### src/rtl/bprobe_pkg.sv
package bprobe_pkg;

  typedef enum logic [1:0] {
    SRC_ROM  = 2'd0,
    SRC_SPI  = 2'd1,
    SRC_NAND = 2'd2
  } boot_src_e;

  typedef struct packed {
    boot_src_e src;
    logic      addr24;
    logic      prot;
  } boot_dec_t;

  localparam logic [7:0]  RD_CMD    = 8'h03;
  localparam logic [31:0] SIG_PROT  = 32'h564C5335;
  localparam logic [31:0] SIG_OPEN  = 32'h574C5335;
  localparam logic [23:0] SIG_SHIFT = 24'h564C53;

endpackage

### src/rtl/bprobe_rst_sync.sv
module bprobe_rst_sync #(
  parameter int STAGES = 2
) (
  input  logic clk,
  input  logic rst_n,
  output logic rst_int_n
);

  logic [STAGES-1:0] sync_q;

  always_ff @(posedge clk or negedge rst_n) begin
    if (!rst_n) sync_q <= '0;
    else        sync_q <= {sync_q[STAGES-2:0], 1'b1};
  end

  assign rst_int_n = sync_q[STAGES-1];

endmodule

### src/rtl/bprobe_spi_rd.sv
module bprobe_spi_rd #(
  parameter int         CLK_DIV   = 4,
  parameter int         ADDR_BITS = 16,
  parameter int         DATA_BITS = 32,
  parameter logic [7:0] CMD       = 8'h03
) (
  input  logic                 clk,
  input  logic                 rst_n,
  input  logic                 go_i,
  output logic                 done_o,
  output logic [DATA_BITS-1:0] data_o,
  output logic                 sck_o,
  output logic                 cs_n_o,
  output logic                 mosi_o,
  input  logic                 miso_i
);

  localparam int TX_BITS = 8 + ADDR_BITS;
  localparam int TOTAL   = TX_BITS + DATA_BITS;
  localparam int CNT_W   = $clog2(TOTAL);
  localparam int DIV_W   = $clog2(CLK_DIV) + 1;

  logic                 act_q, act_d;
  logic                 sck_q, sck_d;
  logic                 done_q, done_d;
  logic [DIV_W-1:0]     div_q, div_d;
  logic [CNT_W-1:0]     bit_q, bit_d;
  logic [TX_BITS-1:0]   tx_q, tx_d;
  logic [DATA_BITS-1:0] rx_q, rx_d;
  logic                 half_end;

  assign half_end = (div_q == DIV_W'(CLK_DIV - 1));

  always_comb begin
    act_d  = act_q;
    sck_d  = sck_q;
    done_d = 1'b0;
    div_d  = div_q;
    bit_d  = bit_q;
    tx_d   = tx_q;
    rx_d   = rx_q;
    if (!act_q) begin
      if (go_i) begin
        act_d = 1'b1;
        sck_d = 1'b0;
        div_d = '0;
        bit_d = '0;
        tx_d  = {CMD, {ADDR_BITS{1'b0}}};
      end
    end else if (half_end) begin
      div_d = '0;
      if (!sck_q) begin
        sck_d = 1'b1;
        rx_d  = {rx_q[DATA_BITS-2:0], miso_i};
      end else begin
        sck_d = 1'b0;
        tx_d  = tx_q << 1;
        if (bit_q == CNT_W'(TOTAL - 1)) begin
          act_d  = 1'b0;
          done_d = 1'b1;
        end else begin
          bit_d = bit_q + CNT_W'(1);
        end
      end
    end else begin
      div_d = div_q + DIV_W'(1);
    end
  end

  always_ff @(posedge clk or negedge rst_n) begin
    if (!rst_n) begin
      act_q  <= 1'b0;
      sck_q  <= 1'b0;
      done_q <= 1'b0;
      div_q  <= '0;
      bit_q  <= '0;
      tx_q   <= '0;
      rx_q   <= '0;
    end else begin
      act_q  <= act_d;
      sck_q  <= sck_d;
      done_q <= done_d;
      div_q  <= div_d;
      bit_q  <= bit_d;
      tx_q   <= tx_d;
      rx_q   <= rx_d;
    end
  end

  assign sck_o  = sck_q;
  assign cs_n_o = !act_q;
  assign mosi_o = tx_q[TX_BITS-1];
  assign done_o = done_q;
  assign data_o = rx_q;

  a_r2_sck_low_when_deselected: assert property (@(posedge clk) disable iff (!rst_n)
    cs_n_o |-> !sck_o);
  a_r2_mosi_steady_while_high: assert property (@(posedge clk) disable iff (!rst_n)
    (sck_q && $past(sck_q)) |-> $stable(mosi_o));
  a_r2_done_after_frame: assert property (@(posedge clk) disable iff (!rst_n)
    done_q |-> (cs_n_o && !sck_o));

endmodule

### src/rtl/bprobe_classify.sv
module bprobe_classify
  import bprobe_pkg::*;
(
  input  logic [31:0] hdr_i,
  input  logic        nand_i,
  output boot_dec_t   dec_o
);

  logic hit_prot, hit_open, hit_shift;

  assign hit_prot  = (hdr_i == SIG_PROT);
  assign hit_open  = (hdr_i == SIG_OPEN);
  assign hit_shift = (hdr_i[23:0] == SIG_SHIFT);

  always_comb begin
    dec_o.addr24 = 1'b0;
    dec_o.prot   = 1'b0;
    if (hit_prot) begin
      dec_o.src  = SRC_SPI;
      dec_o.prot = 1'b1;
    end else if (hit_open) begin
      dec_o.src  = SRC_SPI;
    end else if (hit_shift) begin
      dec_o.src    = SRC_SPI;
      dec_o.addr24 = 1'b1;
      dec_o.prot   = 1'b1;
    end else begin
      dec_o.src = nand_i ? SRC_NAND : SRC_ROM;
    end
  end

endmodule

### src/rtl/eeprom_boot_probe.sv
module eeprom_boot_probe
  import bprobe_pkg::*;
#(
  parameter int CLK_DIV   = 4,
  parameter int SYNC_STGS = 2
) (
  input  logic       clk,
  input  logic       rst_n,
  input  logic       start_i,
  input  logic       spi_strap_i,
  input  logic       nand_strap_i,
  output logic       spi_cs_n_o,
  output logic       spi_sck_o,
  output logic       spi_mosi_o,
  input  logic       spi_miso_i,
  output logic       busy_o,
  output logic       done_o,
  output logic       valid_o,
  output logic [1:0] boot_src_o,
  output logic       addr24_o,
  output logic       prot_o,
  output logic       refetch24_o
);

  localparam int ADDR_BITS = 16;
  localparam int DATA_BITS = 32;

  typedef enum logic [1:0] {ST_LAUNCH, ST_XFER, ST_IDLE} st_e;

  logic                 rst_int_n;
  st_e                  st_q, st_d;
  boot_dec_t            dec_q, dec_d, cls_dec;
  logic                 valid_q, valid_d;
  logic                 done_q, done_d;
  logic                 nand_q, nand_d;
  logic                 go;
  logic                 xfer_done;
  logic [DATA_BITS-1:0] hdr;

  bprobe_rst_sync #(.STAGES(SYNC_STGS)) u_rst (
    .clk       (clk),
    .rst_n     (rst_n),
    .rst_int_n (rst_int_n)
  );

  bprobe_spi_rd #(
    .CLK_DIV   (CLK_DIV),
    .ADDR_BITS (ADDR_BITS),
    .DATA_BITS (DATA_BITS),
    .CMD       (RD_CMD)
  ) u_spi (
    .clk    (clk),
    .rst_n  (rst_int_n),
    .go_i   (go),
    .done_o (xfer_done),
    .data_o (hdr),
    .sck_o  (spi_sck_o),
    .cs_n_o (spi_cs_n_o),
    .mosi_o (spi_mosi_o),
    .miso_i (spi_miso_i)
  );

  bprobe_classify u_cls (
    .hdr_i  (hdr),
    .nand_i (nand_q),
    .dec_o  (cls_dec)
  );

  always_comb begin
    st_d    = st_q;
    dec_d   = dec_q;
    valid_d = valid_q;
    done_d  = 1'b0;
    nand_d  = nand_q;
    go      = 1'b0;
    unique case (st_q)
      ST_LAUNCH: begin
        nand_d = nand_strap_i;
        if (spi_strap_i) begin
          go   = 1'b1;
          st_d = ST_XFER;
        end else begin
          dec_d.src    = nand_strap_i ? SRC_NAND : SRC_ROM;
          dec_d.addr24 = 1'b0;
          dec_d.prot   = 1'b0;
          valid_d      = 1'b1;
          done_d       = 1'b1;
          st_d         = ST_IDLE;
        end
      end
      ST_XFER: begin
        if (xfer_done) begin
          dec_d   = cls_dec;
          valid_d = 1'b1;
          done_d  = 1'b1;
          st_d    = ST_IDLE;
        end
      end
      default: begin
        if (start_i) begin
          valid_d = 1'b0;
          st_d    = ST_LAUNCH;
        end
      end
    endcase
  end

  always_ff @(posedge clk or negedge rst_int_n) begin
    if (!rst_int_n) begin
      st_q    <= ST_LAUNCH;
      dec_q   <= '{src: SRC_ROM, addr24: 1'b0, prot: 1'b0};
      valid_q <= 1'b0;
      done_q  <= 1'b0;
      nand_q  <= 1'b0;
    end else begin
      st_q    <= st_d;
      dec_q   <= dec_d;
      valid_q <= valid_d;
      done_q  <= done_d;
      nand_q  <= nand_d;
    end
  end

  assign busy_o      = rst_int_n && (st_q != ST_IDLE);
  assign done_o      = done_q;
  assign valid_o     = valid_q;
  assign boot_src_o  = dec_q.src;
  assign addr24_o    = dec_q.addr24;
  assign prot_o      = dec_q.prot;
  assign refetch24_o = valid_q && dec_q.addr24;

  a_r7_done_one_cycle: assert property (@(posedge clk) disable iff (!rst_int_n)
    done_q |=> !done_q);
  a_r7_done_with_valid: assert property (@(posedge clk) disable iff (!rst_int_n)
    done_q |-> valid_q);
  a_r7_decision_held: assert property (@(posedge clk) disable iff (!rst_int_n)
    (valid_q && $past(valid_q)) |-> $stable(dec_q));
  a_r8_no_valid_while_busy: assert property (@(posedge clk) disable iff (!rst_int_n)
    busy_o |-> !valid_q);
  a_r8_start_ignored_busy: assert property (@(posedge clk) disable iff (!rst_int_n)
    (st_q == ST_XFER && start_i && !xfer_done) |=> (st_q == ST_XFER));
  a_r1_skip_without_spi: assert property (@(posedge clk) disable iff (!rst_int_n)
    (st_q == ST_LAUNCH && !spi_strap_i) |=> (done_q && spi_cs_n_o));
  a_r6_fallback_flags_clear: assert property (@(posedge clk) disable iff (!rst_int_n)
    (valid_q && dec_q.src != SRC_SPI) |-> (!dec_q.addr24 && !dec_q.prot));
  a_r5_wide_implies_spi: assert property (@(posedge clk) disable iff (!rst_int_n)
    refetch24_o |-> (dec_q.src == SRC_SPI && dec_q.prot));
  a_r9_idle_deselected: assert property (@(posedge clk) disable iff (!rst_int_n)
    (st_q == ST_IDLE) |-> spi_cs_n_o);

endmodule

### config.mk
export PLATFORM = sky130hd
export DESIGN_NAME = eeprom_boot_probe
export DESIGN_NICKNAME = d
export VERILOG_FILES = /design/src/rtl/bprobe_pkg.sv /design/src/rtl/bprobe_rst_sync.sv /design/src/rtl/bprobe_spi_rd.sv /design/src/rtl/bprobe_classify.sv /design/src/rtl/eeprom_boot_probe.sv
export SDC_FILE = /design/constraint.sdc
export NUM_CORES = 1
export LEC_CHECK = 0
export CORE_AREA = 10 10 81 83
export CTS_CLUSTER_SIZE = 20
export DETAILED_ROUTE_END_ITERATION = 10
export DIE_AREA = 0 0 91 93
export MAX_ROUTING_LAYER = met4
export PLACE_DENSITY = 0.75
export SLEW_MARGIN = 20
export SYNTH_ARGS = -nofsm -noshare
export SYNTH_HDL_FRONTEND = slang
export SYNTH_SLANG_ARGS = --single-unit
### constraint.sdc
create_clock -name clk -period 5.24 [get_ports clk]
set_input_delay 1.048 -clock clk [delete_from_list [all_inputs] [get_ports clk]]
set_output_delay 1.048 -clock clk [all_outputs]
set_load 0.03 [all_outputs]
==> results.md, run 1 <==
- Status: finished clean
- Ant. Diodes: 0
- Most common cell in the netlist: dfrtp_1
- Final Hold Vio Count: 0
- Yosys Warn Count: 0
- Netlist cell types: 45
- RR Startpoint: u_spi.act_q$_DFF_PN0_
- Seq/Total Area, Yosys: 57.6%
- Placed Cells incl. Taps: 303
- Non-filler cells, final: 319
- I/O pins: 17
- Layout Nets: 252
- Layout Skew: 0.00412 ns
- Synth Area in Adders: 0.914%
- Top post-synthesis cells by count: dfrtp_1 (63), mux2_2 (32), nand2_1 (29), o21ai_0 (11), nor2_1 (10)
- Asr flop ratio synth: 100%
- Placer Congestion: 0.778
- Max-cap viol count: 0
- Worst-path clk slew: 0.06 ns
- Simple-gate portion of the synthesized area: 17.8%
- Sink Count: 63
- Post-synthesis register bit count: 63
- Slew Viols, Final: 0
- CP arrival: 1.97 ns
- Worst Hold Launch: u_rst.sync_q[0]$_DFF_PN0_
- Drt first pass iters: 4
- Slowest cell on crit path: clkdlybuf4s50_1
- Die Area: 8460 um2
- Post-synthesis xor/xnor area fraction: 0.320%
- FMAX: 0.332 GHz
- Clock root cell: clkbuf_8
- First-pass GRT wire length: 8.18 mm
- Crit Path Max Fanout: 13
- Leak: 1.44 nW
- Post-Synthesis Cells: 222
- Htree depth: 3
- Most used DFF post-synth: dfrtp_1
- Overflow after GRT: 0
- Initial antenna violation count: 0
- Mux share of post-synthesis cell area: 13.7%
- Initial detailed-routing violation count: 135
- CP peak stage delay: 0.75 ns
- Capturing point of the worst reg2reg path: u_spi.data_o[0]$_DFFE_PN0P_
- WHS Path Cells: 0
- Dpl hpwl: 3.10 mm
- DRT antenna net count: 0
- Share of layout cells above drive strength 1: 22.1%
- Synth Area in Compound Gates: 7.40%
- Final wirelength: 4.63 mm
- Row count: 26
- Post-CTS Hold Fix Bufs: 0
- Unrepaired setup endpoints after global routing: false
- CP Capture Type: primary output
- PD cells: 481 nW/um2
- # resized after CTS: 0
- Actual slew at the worst max-slew pin: 0.764 ns
- Cell Area, Synth: 2740 um2
- Path depth of the worst reg2reg path: 4
- WP data required: 4.19 ns
- Area share of the largest cell type after synthesis: 57.6%
- Setup violators final: 0
- Hold Crit Endpoint: u_rst.sync_q[1]$_DFF_PN0_
- Die H: 93 um
- Core ar.: 5010 um2
- Chip width: 91 um
- Final critical-path share of the clock period: 57.6%
- TritonCTS buffer count: 9
- Worst slew margin: 48.1%
- Tmin final: 3.02 ns
- Post-CTS Setup Bufs: 0
- Worst min path class: reg -> reg
- Cell Chain, Critical Path: inv_1, clkdlybuf4s50_1
- Largest cells by area after synthesis: dfrtp_1 (58%), mux2_2 (13%), nand2_1 (4.0%)
- Number of synthesized flops with an enable pin: 0
- DR vias: 1,750
- Setup TNS: 0 ns
- Largest area contributor in the netlist: dfrtp_1
- Gr usage total: 12.2%
- Starting density of the core: 54.7%
- Vias in the first global route: 1,713
- TritonCTS clock tree: done
- R2R setup slack: 3.20 ns
- Area Overhead vs Synth: 14.8%
- Clk_lat worst skew: 0.33 ns
- Main combinational cell family by area after synthesis: simple AND/OR/NAND/NOR gates
- WS Path Type: reg -> out
- FILL cells: 417
- CTS Buffer Depth: 2
- Vias per cell: 5.49
- I/O Buffers: 16
- Syn_nets: 230
- # DRC: 0
- Syn Area/Cell: 12.3 um2
- Worst setup SP type: flop
- Peak VDD IR: 0.296 mV
- Largest net degree at the start of global routing: 62
- Post-DR wirelength/cell: 14.5 um
## flip-flops by register name, summed over array words and instances, names as in the netlist
| register | flops |
|---|---|
| st_q | 2 |
| u_spi.bit_q | 6 |
| prot_o | 1 |
| u_spi.data_o | 32 |
| valid_o | 1 |
| nand_q | 1 |
| u_spi.done_o | 1 |
| u_spi.act_q | 1 |
| u_spi.div_q | 3 |
| u_spi.sck_o | 1 |
| u_rst.sync_q | 2 |
| done_o | 1 |
| u_spi.tx_q | 8 |
| addr24_o | 1 |
| boot_src_o | 2 |
## worst max-delay path: cells and delay by family, from the launching register on
kind,cells,cell delay [ns]
buffers and inverters,2,1.11
flip-flops,1,0.53
## metrics by stage
step	hold slack, ns	worst slack [ns]	cell area (um2)	power (mW)	utilization [%]
floorplan	0.331	1.73	2740	1.04	-
global placement	0.335	2.42	2970	1.14	59.4
global route	0.362	2.12	3140	1.62	62.8
detailed placement	0.336	2.38	2970	1.16	59.4
CTS	0.350	2.22	3140	1.53	62.8
finish	0.348	2.22	3140	1.51	62.8
## cell usage in the layout (no fill, tap or decap), types with 3 or more instances in the layout
cell type	instances
a21oi_1	4
nand3b_1	3
dfrtp_1	62
nand3_1	6
mux2_2	32
inv_1	7
nand2_1	29
nor4bb_1	3
clkdlybuf4s50_1	16
o21ai_0	11
o31ai_1	3
nor2_1	10
clkbuf_1	5
clkbuf_8	11
## power breakdown
| part | switching, mW | leakage (nW) | internal (mW) | total, mW |
|---|---|---|---|---|
| logic | 0.209 | 0.533 | 0.198 | 0.407 |
| registers | 0.115 | 0.820 | 0.625 | 0.740 |
| clock network | 0.166 | 0.0850 | 0.199 | 0.365 |
## cells by family after synthesis
kind of cell	count (synthesis)
multiplexers	33
AO/OA/AOI/OAI	30
adder cells (fa/ha/maj)	2
AND/OR/NAND/NOR	78
other	1
XOR/XNOR	1
buffers and inverters	14
flip-flops	63
## how the worst max path moves through the flow
| stage | from | end | slack [ns] | cells after the start |
|---|---|---|---|---|
| 5_1_grt | u_spi.act_q$_DFF_PN0_ | spi_cs_n_o | 2.12 | 2 |
| 3_3_place_gp | spi_strap_i | u_spi.bit_q[5]$_DFFE_PN0P_ | 2.42 | 5 |
| 4_1_cts | u_spi.act_q$_DFF_PN0_ | spi_cs_n_o | 2.22 | 2 |
| 2_1_floorplan | u_rst.sync_q[1]$_DFF_PN0_ | busy_o | 1.73 | 1 |
| 3_5_place_dp | spi_strap_i | u_spi.bit_q[5]$_DFFE_PN0P_ | 2.38 | 5 |
| 6_report | u_spi.act_q$_DFF_PN0_ | spi_cs_n_o | 2.22 | 2 |
## per-layer routing
metal	up-vias	track usage [%]	wire, um
met4	0	7.18	118
li1	844	-	-
met5	-	-	0
met2	26	16.3	2000
met3	11	3.28	163
met1	869	16.3	2360
## cell type report
class / instances / area [um2] / share of cell area [%]
flip-flops and latches: 63 / 1580 / 50.2
multi-input cells: 145 / 1110 / 35.2
repair buffers: 18 / 175 / 5.57
clock buffers: 16 / 170 / 5.41
well taps: 70 / 87.6 / 2.79
inverters: 7 / 26.3 / 0.836
No activity file was read; power rests on OpenSTA's default activity.
==> run 2, diff against run 1 <==
--- a/config.mk
+++ b/config.mk
@@ -5,12 +5,12 @@
 export SDC_FILE = /design/constraint.sdc
 export NUM_CORES = 1
 export LEC_CHECK = 0
-export CORE_AREA = 10 10 81 83
+export CORE_AREA = 10 10 84 86
 export CTS_CLUSTER_SIZE = 20
 export DETAILED_ROUTE_END_ITERATION = 10
-export DIE_AREA = 0 0 91 93
+export DIE_AREA = 0 0 94 96
 export MAX_ROUTING_LAYER = met4
-export PLACE_DENSITY = 0.75
+export PLACE_DENSITY = 0.73
 export SLEW_MARGIN = 20
 export SYNTH_ARGS = -nofsm -noshare
 export SYNTH_HDL_FRONTEND = slang
==> constraint.sdc (replaced) <==
create_clock -name clk -period 2.7 [get_ports clk]
set_input_delay 0.54 -clock clk [delete_from_list [all_inputs] [get_ports clk]]
set_output_delay 0.54 -clock clk [all_outputs]
set_load 0.03 [all_outputs]
==> run 2 against run 1 <==
  * Die area is 6.6% higher
  * Clock skew is 0.0050 ns higher
  * Highest routed layer unchanged
  * Combinational power is 94% higher
  * Critical path type unchanged
  * First-iteration DRC count is 63% lower
  * Sequential share of layout area is 0.10 points higher
  * Via count is 1.0% lower
  * Routed wire length is 1.4% higher
==> results.md, run 2 (synthesis gave the netlist of run 1 again) <==
- Max-cap viol count: 0 (unchanged)
- # DRC: 0 (unchanged)
- Most frequent cells in the layout: dfrtp_1 (62), mux2_2 (32), nand2_1 (29) (unchanged)
- Final Power: 2.87 mW (was 1.51 mW)
- CP top delay family: buffers and inverters (unchanged)
- Max reg flops: 32 (unchanged)
- Worst setup SP type: flop (unchanged)
- Row count: 27 (was 26)
- Final wirelength: 4.70 mm (was 4.63 mm)
- Status: finished clean (unchanged)
- Overflow after GRT: 0 (unchanged)
- Die Area: 9020 um2 (was 8460 um2)
- Layout Nets: 254 (was 252)
- WP data required: 2.16 ns (was 4.19 ns)
- DRT antenna net count: 0 (unchanged)
- R2R setup slack: 0.63 ns (was 3.20 ns)
- Dpl hpwl: 3.13 mm (was 3.10 mm)
- Largest net degree at the start of global routing: 62 (unchanged)
- Gr usage total: 11.8% (was 12.2%)
- Worst min path class: reg -> reg (unchanged)
- Placed Area: 2990 um2 (was 2970 um2)
- First-pass GRT wire length: 8.14 mm (was 8.18 mm)
- Chip width: 94 um (was 91 um)
- CTS Buffer Depth: 2 (unchanged)
- Starting density of the core: 50.7% (was 54.7%)
- Final Hold Vio Count: 0 (unchanged)
- TritonCTS clock tree: done (unchanged)
- Actual slew at the worst max-slew pin: 0.799 ns (was 0.764 ns)
- I/O pins: 17 (unchanged)
- CP Capture Type: primary output (unchanged)
- Setup WS post-layout: 0.627 ns (was 2.22 ns)
- Die H: 96 um (was 93 um)
- Unrepaired setup endpoints after global routing: false (unchanged)
- Post-CTS Hold Fix Bufs: 0 (unchanged)
- Area Overhead vs Synth: 14.6% (was 14.8%)
- Slowest cell on crit path: clkdlybuf4s50_1 (unchanged)
- Peak VDD IR: 0.498 mV (was 0.296 mV)
- Final critical-path share of the clock period: 76.8%
- Worst-path clk slew: 0.07 ns (was 0.06 ns)
- DR vias: 1,732 (was 1,750)
- PD cells: 914 nW/um2 (was 481 nW/um2)
- Drt first pass iters: 4 (unchanged)
- Cell Chain, Critical Path: clkdlybuf4s50_1 (was inv_1, clkdlybuf4s50_1)
- Initial detailed-routing violation count: 50 (was 135)
- Ant. Diodes: 0 (unchanged)
- # resized after CTS: 0 (unchanged)
- Setup TNS: 0 ns (unchanged)
- Initial antenna violation count: 0 (unchanged)
- FILL cells: 452 (was 417)
- Crit Path Max Fanout: 6 (was 13)
- Core ar.: 5410 um2 (was 5010 um2)
- CP arrival: 1.53 ns (was 1.97 ns)
- Share of layout cells above drive strength 1: 23.2% (was 22.1%)
- Post-CTS Setup Bufs: 0 (unchanged)
- Slew Viols, Final: 0 (unchanged)
- I/O Buffers: 16 (unchanged)
- Sink Count: 63 (unchanged)
- Leak: 1.44 nW (about the same)
- Vias per cell: 5.38 (was 5.49)
- WS Path Type: reg -> out (unchanged)
- FMAX: 0.482 GHz
- Post-DR wirelength/cell: 14.6 um (was 14.5 um)
- Worst slew margin: 45.7% (was 48.1%)
- CP peak stage delay: 0.73 ns (was 0.75 ns)
- Clk_lat worst skew: 0.33 ns (about the same)
- TritonCTS buffer count: 9 (unchanged)
- Setup violators final: 0 (unchanged)
- Post-layout instance area: 3140 um2 (about the same)
- Tmin final: 2.07 ns
- Layout Skew: 0.00913 ns (was 0.00412 ns)
- Most common library cell in the layout ignoring fill and taps: dfrtp_1 (unchanged)
- Htree depth: 3 (unchanged)
- Vias in the first global route: 1,750 (was 1,713)
- Post-place setup slack: 0.326 ns (was 2.38 ns)
- Placer Congestion: 0.769 (was 0.778)
- Clock root cell: clkbuf_8 (unchanged)
- Worst path bufs/invs: 1 (was 2)
==> run 2: changes by cell type in the layout (fill, tap and decap cells not counted), sizes merged <==
cell	delta
clkbuf	-3
clkinv	+2
buf	+3
clkdlybuf4s50	-1
==> run 2: path summary, 6_finish.rpt <==
kind | startpoint | cells past startpoint | end
worst max-delay path | u_spi.sck_o$_DFFE_PN0P_ | 1 | spi_sck_o
worst min-delay path | u_rst.sync_q[0]$_DFF_PN0_ | 0 | u_rst.sync_q[1]$_DFF_PN0_
worst max register to register | u_spi.div_q[0]$_DFFE_PN0P_ | 5 | u_spi.bit_q[2]$_DFFE_PN0P_
worst min register to register | u_rst.sync_q[0]$_DFF_PN0_ | 0 | u_rst.sync_q[1]$_DFF_PN0_
max in group asynchronous | u_rst.sync_q[1]$_DFF_PN0_ | 1 | boot_src_o[0]$_DFFE_PN0P_
min in group asynchronous | rst_n | 1 | u_rst.sync_q[0]$_DFF_PN0_
==> run 2: metal layers <==
metal | vias to the layer above | track usage [%] | routed length (um)
met5 | - | - | 0
met3 | 7 | 4.51 | 196
li1 | 851 | - | -
met1 | 850 | 14.7 | 2300
met2 | 24 | 16.8 | 2140
met4 | 0 | 5.19 | 61
==> run 2: power breakdown <==
group	switching, mW	internal [mW]
Combinational	0.407	0.382
Sequential	0.219	1.21
Clock	0.321	0.326
==> run 2: area by class of cell <==
type / count / area [um2] / area share [%]
multi-input cells: 145 / 1110 / 35.3
well taps: 72 / 90.1 / 2.87
inverters: 7 / 26.3 / 0.837
clock inverters: 2 / 10.0 / 0.319
flip-flops and latches: 63 / 1580 / 50.3
clock buffers: 13 / 139 / 4.43
repair buffers: 20 / 188 / 5.98
==> run 2: through the flow <==
stage | utilization, % | hold slack, ns | std cells
after floorplan | - | 0.244 | 222
after CTS | 58.1 | 0.352 | 322
after global placement | 55.3 | 0.333 | 307
after detailed placement | 55.3 | 0.337 | 307
after global routing | 58.1 | 0.343 | 322
final | 58.1 | 0.351 | 322
==> run 3, diff against run 2 <==
==> constraint.sdc (replaced) <==
create_clock -name clk -period 1.9 [get_ports clk]
set_input_delay 0.38 -clock clk [delete_from_list [all_inputs] [get_ports clk]]
set_output_delay 0.38 -clock clk [all_outputs]
set_load 0.03 [all_outputs]
==> run 3 against run 2 <==
  * Via count up 1.2%
  * Sequential power increased by 43%
  * Cell area rose by 2.5%
  * Register-to-register slack lost 0.56 ns
==> results.md, run 3 (synthesis gave the netlist of run 1 again) <==
- Area Overhead vs Synth: 17.5% (was 14.6%)
- Post-DR wirelength/cell: 14.3 um (was 14.6 um)
- Starting density of the core: 50.7% (unchanged)
- Die Area: 9020 um2 (unchanged)
- Post-CTS Setup Bufs: 0 (unchanged)
- CP peak stage delay: 0.63 ns (was 0.73 ns)
- Cell Chain, Critical Path: or4bb_1, nor4_4, a22oi_2, a221o_1 (was clkdlybuf4s50_1)
- Initial detailed-routing violation count: 89 (was 50)
- Max reg flops: 32 (unchanged)
- Most frequent cells in the layout: dfrtp_1 (62), mux2_2 (32), nand2_1 (29) (unchanged)
- Initial antenna violation count: 0 (unchanged)
- Actual slew at the worst max-slew pin: 0.737 ns (was 0.799 ns)
- Overflow after GRT: 0 (unchanged)
- Worst slew margin: 50.9% (was 45.7%)
- First-pass GRT wire length: 8.12 mm (was 8.14 mm)
- Setup WS post-layout: 0.0687 ns (was 0.627 ns)
- PD cells: 1310 nW/um2 (was 914 nW/um2)
- Ant. Diodes: 0 (unchanged)
- CP arrival: 2.04 ns (was 1.53 ns)
- Slowest cell on crit path: or4bb_1 (was clkdlybuf4s50_1)
- Most common library cell in the layout ignoring fill and taps: dfrtp_1 (unchanged)
- CP Capture Type: flop (was primary output)
- I/O pins: 17 (unchanged)
- FMAX: 0.546 GHz
- Peak VDD IR: 0.851 mV (was 0.498 mV)
- Row count: 27 (unchanged)
- FF/Latch Area: 1580 um2 (about the same)
- FILL cells: 445 (was 452)
- Placer Congestion: 0.758 (was 0.769)
- Vias in the first global route: 1,750 (unchanged)
- Path depth of the worst reg2reg path: 4 (was 5)
- WS Path Type: reg -> reg (was reg -> out)
- Status: finished clean (unchanged)
- WP data required: 2.11 ns (was 2.16 ns)
- Gr usage total: 11.7% (was 11.8%)
- Leak: 1.52 nW (was 1.44 nW)
- Placed Cells incl. Taps: 312 (was 307)
- I/O Buffers: 16 (unchanged)
- Worst min path class: in -> async (was reg -> reg)
- Slew Viols, Final: 0 (unchanged)
- Share of layout cells above drive strength 1: 26.4% (was 23.2%)
- Clock root cell: clkbuf_8 (unchanged)
- Unrepaired setup endpoints after global routing: false (unchanged)
- Multi-input gate area: 1120 um2 (was 1110 um2)
- Die H: 96 um (unchanged)
- TritonCTS buffer count: 9 (unchanged)
- Final critical-path share of the clock period: 96.4%
- Crit Path Max Fanout: 3 (was 6)
- Layout Nets: 259 (was 254)
- TritonCTS clock tree: done (unchanged)
- Final Hold Vio Count: 0 (unchanged)
- Tmin final: 1.83 ns
- CP top delay family: simple AND/OR/NAND/NOR gates (was buffers and inverters)
- Clk_lat worst skew: 0.33 ns (about the same)
- DRT antenna net count: 0 (unchanged)
- Layout Skew: 0.00979 ns (was 0.00913 ns)
- Non-filler cells, final: 326 (was 322)
- Core ar.: 5410 um2 (unchanged)
- Vias per cell: 5.37 (was 5.38)
- Worst path bufs/invs: 0 (was 1)
- Drt first pass iters: 4 (unchanged)
- Worst-path clk slew: 0.07 ns (about the same)
- DR vias: 1,752 (was 1,732)
- Crit path launch: u_spi.data_o[3]$_DFFE_PN0P_ (was u_spi.sck_o$_DFFE_PN0P_)
- Chip width: 94 um (unchanged)
- Dpl hpwl: 3.22 mm (was 3.13 mm)
- # DRC: 0 (unchanged)
- Stages on worst setup path: 4 (was 1)
- Worst setup SP type: flop (unchanged)
- Setup violators final: 0 (unchanged)
- Max-cap viol count: 0 (unchanged)
- Largest net degree at the start of global routing: 62 (unchanged)
- Htree depth: 3 (unchanged)
- Final wirelength: 4.66 mm (was 4.70 mm)
- Post-place setup slack: -0.0329 ns (was 0.326 ns)
- Sink Count: 63 (unchanged)
- RR Startpoint: u_spi.data_o[3]$_DFFE_PN0P_ (was u_spi.div_q[0]$_DFFE_PN0P_)
- CTS Buffer Depth: 2 (unchanged)
-- run 3: cell type report --
class	count	area share, %
multi-input cells	145	34.8
repair buffers	25	7.35
well taps	72	2.80
inverters	7	0.817
flip-flops and latches	63	49.1
clock buffers	13	4.94
clock inverters	1	0.156
-- run 3: stage by stage --
stage / power [mW] / util (%) / setup TNS (ns) / hold slack (ns) / cell area (um2)
2_1_floorplan: 2.86 / - / 0 / 0.0844 / 2740
3_3_place_gp: 3.22 / 56.2 / 0 / 0.335 / 3040
3_5_place_dp: 3.27 / 56.2 / -0.0397 / 0.338 / 3040
4_1_cts: 4.26 / 59.2 / 0 / 0.202 / 3200
5_1_grt: 4.51 / 59.5 / 0 / 0.198 / 3220
6_report: 4.21 / 59.5 / 0 / 0.212 / 3220
-- run 3: worst register-to-register path: stages (launching register included) --
cell     delay, ns
dfrtp_1       0.39
or4bb_1       0.63
nor4_4        0.29
a22oi_2       0.11
a221o_1       0.30
-- run 3: metal layers --
metal / vias to the layer above / GRT usage [%] / share of wire [%]
met1: 864 / 15.4 / 51
met2: 22 / 15.6 / 43
met3: 10 / 3.42 / 3.7
li1: 856 / - / -
met5: - / - / 0
met4: 0 / 6.84 / 2.1
-- run 3: final timing paths --
check | end | slack, ns
max | boot_src_o[1]$_DFFE_PN0P_ | 0.07
min | u_rst.sync_q[0]$_DFF_PN0_ | 0.21
max reg2reg | boot_src_o[1]$_DFFE_PN0P_ | 0.07
min reg2reg | u_rst.sync_q[1]$_DFF_PN0_ | 0.35
max in group asynchronous | u_spi.tx_q[19]$_DFFE_PN0P_ | 0.91
min in group clk | u_rst.sync_q[1]$_DFF_PN0_ | 0.35
-- run 3: timing repair --
action / in CTS / in global routing
cloned: 0 / 0
pin swaps: 0 / 0
gates resized for setup: 1 / 4
hold buffers: 0 / 0
endpoints found under the setup margin: 1 / 4
-- run 3: where the power goes --
group          switching [mW]  total [mW]  internal (mW)
logic                   0.593        1.19          0.594
clock network           0.458       0.988          0.529
registers               0.314        2.04           1.72
